==> config.mk <==
export PLATFORM = sky130hd
export DESIGN_NAME = cc_gate
export DESIGN_NICKNAME = d
export VERILOG_FILES = /design/src/rtl/cc_gate_pkg.sv /design/src/rtl/cc_flag_extract.sv /design/src/rtl/cc_cond_eval.sv /design/src/rtl/cc_sat_counter.sv /design/src/rtl/cc_gate.sv
export SDC_FILE = /design/constraint.sdc
export NUM_CORES = 1
export LEC_CHECK = 0
export BUFFER_PORTS_ARGS = -buffer_cell sky130_fd_sc_hd__buf_2
export CAP_MARGIN = 20
export CORE_MARGIN = 10
export CORE_UTILIZATION = 24
export CTS_CLUSTER_SIZE = 40
export DETAILED_ROUTE_END_ITERATION = 6
export GPL_ROUTABILITY_DRIVEN = 0
export GPL_TIMING_DRIVEN = 0
export PLACE_DENSITY = 0.54
export SETUP_SLACK_MARGIN = 0.4
export SLEW_MARGIN = 20
export SYNTH_ARGS = -nofsm -noshare
export SYNTH_HDL_FRONTEND = slang
export SYNTH_SLANG_ARGS = --single-unit
==> constraint.sdc <==
create_clock -name clk -period 2.22 [get_ports clk]
set_input_delay 0 -clock clk [delete_from_list [all_inputs] [get_ports clk]]
set_output_delay 0 -clock clk [all_outputs]
set_load 0.01 [all_outputs]
==> src/rtl/cc_gate_pkg.sv <==
// Package: shared selector encodings and the flag positions in the status word.
// Assumes a 32-bit status word with the flags in its top nibble.
package cc_gate_pkg;
    typedef enum logic [3:0] {
        SEL_EQ = 4'b0000, SEL_NE = 4'b0001, SEL_CS = 4'b0010, SEL_CC = 4'b0011,
        SEL_MI = 4'b0100, SEL_PL = 4'b0101, SEL_VS = 4'b0110, SEL_VC = 4'b0111,
        SEL_HI = 4'b1000, SEL_LS = 4'b1001, SEL_GE = 4'b1010, SEL_LT = 4'b1011,
        SEL_GT = 4'b1100, SEL_LE = 4'b1101, SEL_AL = 4'b1110, SEL_RS = 4'b1111
    } cond_sel_e;

    typedef struct packed {
        logic n;
        logic z;
        logic c;
        logic v;
    } flags_t;

    localparam int FLAG_N_POS = 31;
    localparam int FLAG_Z_POS = 30;
    localparam int FLAG_C_POS = 29;
    localparam int FLAG_V_POS = 28;
endpackage

==> src/rtl/cc_flag_extract.sv <==
// Module: pulls the four condition flags out of the status word.
// Assumes the flag positions given in cc_gate_pkg.
module cc_flag_extract
    import cc_gate_pkg::*;
#(
    parameter int STAT_W = 32
) (
    input  logic [STAT_W-1:0] status,
    output flags_t            flags
);
    // Purpose: route the flag bits into a named struct.
    always_comb begin
        flags.n = status[FLAG_N_POS];
        flags.z = status[FLAG_Z_POS];
        flags.c = status[FLAG_C_POS];
        flags.v = status[FLAG_V_POS];
    end
endmodule

==> src/rtl/cc_cond_eval.sv <==
// Module: combinational evaluation of a 4-bit selector against the flags.
// The upper three bits of the selector choose a base test and bit 0 inverts it.
// Selector 1110 always passes; selector 1111 never passes and is flagged as reserved.
module cc_cond_eval
    import cc_gate_pkg::*;
(
    input  logic [3:0] sel,
    input  flags_t     flags,
    output logic       pass,
    output logic       rsvd
);
    logic base;

    // Purpose: compute the base test chosen by sel[3:1].
    always_comb begin
        case (sel[3:1])
            3'd0:    base = flags.z;
            3'd1:    base = flags.c;
            3'd2:    base = flags.n;
            3'd3:    base = flags.v;
            3'd4:    base = flags.c & ~flags.z;
            3'd5:    base = (flags.n == flags.v);
            3'd6:    base = ~flags.z & (flags.n == flags.v);
            default: base = 1'b1;
        endcase
    end

    // Purpose: apply the inversion bit and handle the always and reserved selectors.
    always_comb begin
        rsvd = (sel == SEL_RS);
        if (sel[3:1] == 3'd7) pass = ~sel[0];
        else                  pass = base ^ sel[0];
    end
endmodule

==> src/rtl/cc_sat_counter.sv <==
// Module: saturating up-counter with synchronous clear (clear wins over increment).
// Assumes a synchronous active-low reset.
module cc_sat_counter #(
    parameter int CNT_W = 16
) (
    input  logic             clk,
    input  logic             rst_n,
    input  logic             clr,
    input  logic             inc,
    output logic [CNT_W-1:0] cnt
);
    localparam logic [CNT_W-1:0] CNT_MAX = {CNT_W{1'b1}};

    // Purpose: reset, clear, or increment the count while it is below the ceiling.
    always_ff @(posedge clk) begin
        if (!rst_n)                      cnt <= '0;
        else if (clr)                    cnt <= '0;
        else if (inc && cnt != CNT_MAX)  cnt <= cnt + 1'b1;
    end
endmodule

==> src/rtl/cc_gate.sv <==
// Top: condition code gate. Registers the execute and reserved indications for one
// stage, and keeps saturating tallies of executed and suppressed instructions.
// Assumes the selector and status are valid whenever inst_vld is high.
module cc_gate
    import cc_gate_pkg::*;
#(
    parameter int STAT_W = 32,
    parameter int CNT_W  = 16
) (
    input  logic             clk,
    input  logic             rst_n,
    input  logic             inst_vld,
    input  logic [3:0]       cond_sel,
    input  logic [STAT_W-1:0] status,
    input  logic             cnt_clr,
    output logic             exec_q,
    output logic             rsvd_q,
    output logic [CNT_W-1:0] exec_cnt,
    output logic [CNT_W-1:0] supp_cnt
);
    flags_t flags;
    logic   pass, rsvd;
    logic   do_exec, do_supp;

    cc_flag_extract #(.STAT_W(STAT_W)) u_flags (.status(status), .flags(flags));
    cc_cond_eval u_eval (.sel(cond_sel), .flags(flags), .pass(pass), .rsvd(rsvd));

    // Purpose: qualify the test result with the valid strobe.
    always_comb begin
        do_exec = inst_vld & pass;
        do_supp = inst_vld & ~pass;
    end

    // Purpose: pipeline register for the execute and reserved indications.
    always_ff @(posedge clk) begin
        if (!rst_n) begin
            exec_q <= 1'b0;
            rsvd_q <= 1'b0;
        end else begin
            exec_q <= do_exec;
            rsvd_q <= inst_vld & rsvd;
        end
    end

    cc_sat_counter #(.CNT_W(CNT_W)) u_exec_cnt (
        .clk(clk), .rst_n(rst_n), .clr(cnt_clr), .inc(do_exec), .cnt(exec_cnt));
    cc_sat_counter #(.CNT_W(CNT_W)) u_supp_cnt (
        .clk(clk), .rst_n(rst_n), .clr(cnt_clr), .inc(do_supp), .cnt(supp_cnt));
endmodule

==> flow_summary.ini <==
[outcome]
status = finished clean

[timing]
fin_skew_ps = 6.50
worst_slew_pin_slew_ps = 596
grt_setup_unrepaired = true
finalSetupTns_ps = 0
finalHoldViolCount = 0
setup_viol = 0
period_minus_slack_ps = 1860
relSlewSlack = 0.603
fmax_ghz = 0.537
slew_viol_final = 0
fin_crit_sh = 0.839
fin_ws_ps = 357

[die]
rows = 32
coreArea_sq_mm = 0.00773
dieArea_sq_mm = 0.0119
die_w_microns = 109
die_h_microns = 109
io_pins = 74
floorplan.initialDensity = 0.246

[global_routing]
overflow = 0
antenna_found_initial = 0
grt.total_usage = 0.105
grt_pass1_vias = 2007
grt_max_degree = 11
grt_pass1_wl_microns = 9930

[setup_path]
start_kind = flop
cp_slowest_cell = nor4_4
crit_fanout = 5
cp_cell_sequence = nand4_1 -> nor4_4 -> a211oi_2 -> mux2i_2 -> buf_6 -> mux2i_1 -> nor2_1
rrSetupSlack_ps = 360
critPathKind = reg2reg
r2r-end = u_supp_cnt.cnt[1]
r2r_cells = 7
r2r_start = u_supp_cnt.cnt[6]
arrival_ps = 2010
end_kind = flop
required_ps = 2370
slowest_delay_ps = 380

[drt]
first_pass_iters = 4
vias_per_cell = 5.08
drt_iter0_markers = 100
drc = 0
wl_per_cell_microns = 15.6
drt-total-wl_microns = 6210
num_vias = 2016
ant_nets = 0

[flow_run]
drv_cap = 0

[yosys]
syn_area_per_cell_sq_um = 8.32
syn_inst = 229
yosysMostFrequentCell = dfxtp_1
synth.distinct_cells = 41
synth_enable_flop_cells = 0
ys_seq_area_frac = 0.357
syn-num-nets = 271
synth_commonest_cells = dfxtp_1 (34), nand2_1 (30), a21oi_1 (13), or4_1 (13), nand3_1 (12)
synth-seq-cells = 34
syn_area_sq_mm = 0.00190
synth_top_area_frac = 0.357
yosysTopAreaCell = dfxtp_1
async_flop_share = 0
synthFlopType = dfxtp_1
synth_area_leaders = dfxtp_1 (36%), nand2_1 (5.9%), or4_1 (5.1%)
yosysWarnings = 0

[cells_and_area]
fin_util = 0.334
drive_gt1_frac = 0.366
nets = 337
n_fill_cell = 828
syn_to_final_growth_pct = 35.3
antenna_cells = 0

[worst_hold_path]
min_to = exec_q
worstHoldPathType = in2reg
min-delay-start = rst_n
hold_depth = 2

[power_and_ir_drop]
power.total_uw = 1220
peakVddDrop_v = 0.000197
power_density_mw_per_mm2 = 474
p_leak_uw = 0.00101

[cts]
cts_tree = built
clock-root-buffer = clkbuf_8
insertion_delay_ps = 290
clk_pin_slew_worst_paths_ps = 70
cts_max_path_buffers = 2
cts_num_sinks = 34
numCtsBuffers = 5
ctsHtreeMaxLevel = 2

[placement]
dp_hpwl_microns = 4460
dpl_worst_slack_ps = 44.4
io_buffers = 45
==> worst max path at each step <==
stage                            startpoint  slack [ps]                  to  cells after the start
after floorplan           u_supp_cnt.cnt[0]         410   u_supp_cnt.cnt[1]                      8
after global placement    u_supp_cnt.cnt[6]          30   u_supp_cnt.cnt[1]                      7
after detailed placement  u_supp_cnt.cnt[6]          40   u_supp_cnt.cnt[1]                      7
after CTS                 u_supp_cnt.cnt[1]         360  u_supp_cnt.cnt[10]                      6
after global routing      u_supp_cnt.cnt[6]         240   u_supp_cnt.cnt[1]                      7
final                     u_supp_cnt.cnt[6]         360   u_supp_cnt.cnt[1]                      7
==> layout by cell type, fill, tap and decap left out, drive strengths merged, types with 6 or more instances in the layout <==
| cell type | n |
|---|---|
| a21oi | 13 |
| and3 | 6 |
| buf | 61 |
| clkbuf | 13 |
| dfxtp | 34 |
| inv | 6 |
| mux2i | 9 |
| nand2 | 30 |
| nand2b | 11 |
| nand3 | 12 |
| nand4 | 8 |
| nor2 | 10 |
| nor3 | 9 |
| o31ai | 11 |
| or4 | 13 |
==> per-layer routing <==
layer	wire length, microns	track usage	vias to the layer above
met2	3040	0.176	55
met3	391	0.0283	9
met1	2680	0.124	951
met4	94	0.0395	0
li1	-	-	1001
met5	0	0	-
==> layout make-up <==
class | count | area (sq um) | share of cell area
multi-input cells | 179 | 1240 | 0.483
inverters | 6 | 22.5 | 0.00874
flip-flops and latches | 34 | 713 | 0.277
well taps | 102 | 128 | 0.0495
repair buffers | 59 | 335 | 0.130
plain buffers | 10 | 57.6 | 0.0223
clock buffers | 7 | 76.3 | 0.0296
==> per-stage QoR <==
step / hold slack [ps] / std cells / area (sq um)
after CTS: 1.20 / 395 / 2520
after floorplan: 128 / 229 / 1950
after global placement: 281 / 376 / 2310
after global routing: 10.4 / 397 / 2580
final: 4.67 / 397 / 2580
after detailed placement: 290 / 376 / 2310
==> sequential cells by signal, summed over array words and instances (netlist names) <==
name,count
exec_q,1
u_exec_cnt.cnt,16
u_supp_cnt.cnt,16
rsvd_q,1
==> cell families (layout without fill, tap and decap cells) <==
family                     count (synthesis)  count (layout)  synth area share
adders and majority gates                  2               2            0.0131
buffers and inverters                     16              82            0.0401
and+or+nand+nor                          120             120             0.348
AOI/OAI and AO/OA                         43              43             0.160
xor gates and xnor gates                   4               4            0.0223
DFF                                       34              34             0.357
muxes                                     10              10            0.0591
==> where the power goes <==
part	switching [uW]	internal (uW)	total (uW)
clock network	216	216	432
registers	3.64	610	613
logic	112	63.2	175
==> worst max-delay path: cells and delay by family (launching register included) <==
kind                   cells  cell delay (ps)
multiplexers               2              470
flip-flops                 1              350
AO/OA/AOI/OAI              1              130
AND/OR/NAND/NOR            3              600
buffers and inverters      1              180
==> repair_timing <==
action / in CTS / in global routing
pin swaps: 13 / 5
endpoints found under the setup margin: 15 / 23
resized for setup: 19 / 19
hold endpoints to repair: 1 / 0
hold buffers: 2 / 0
gates cloned: 1 / 0
setup buffers: 9 / 2
No activity file was read; power rests on OpenSTA's default activity.
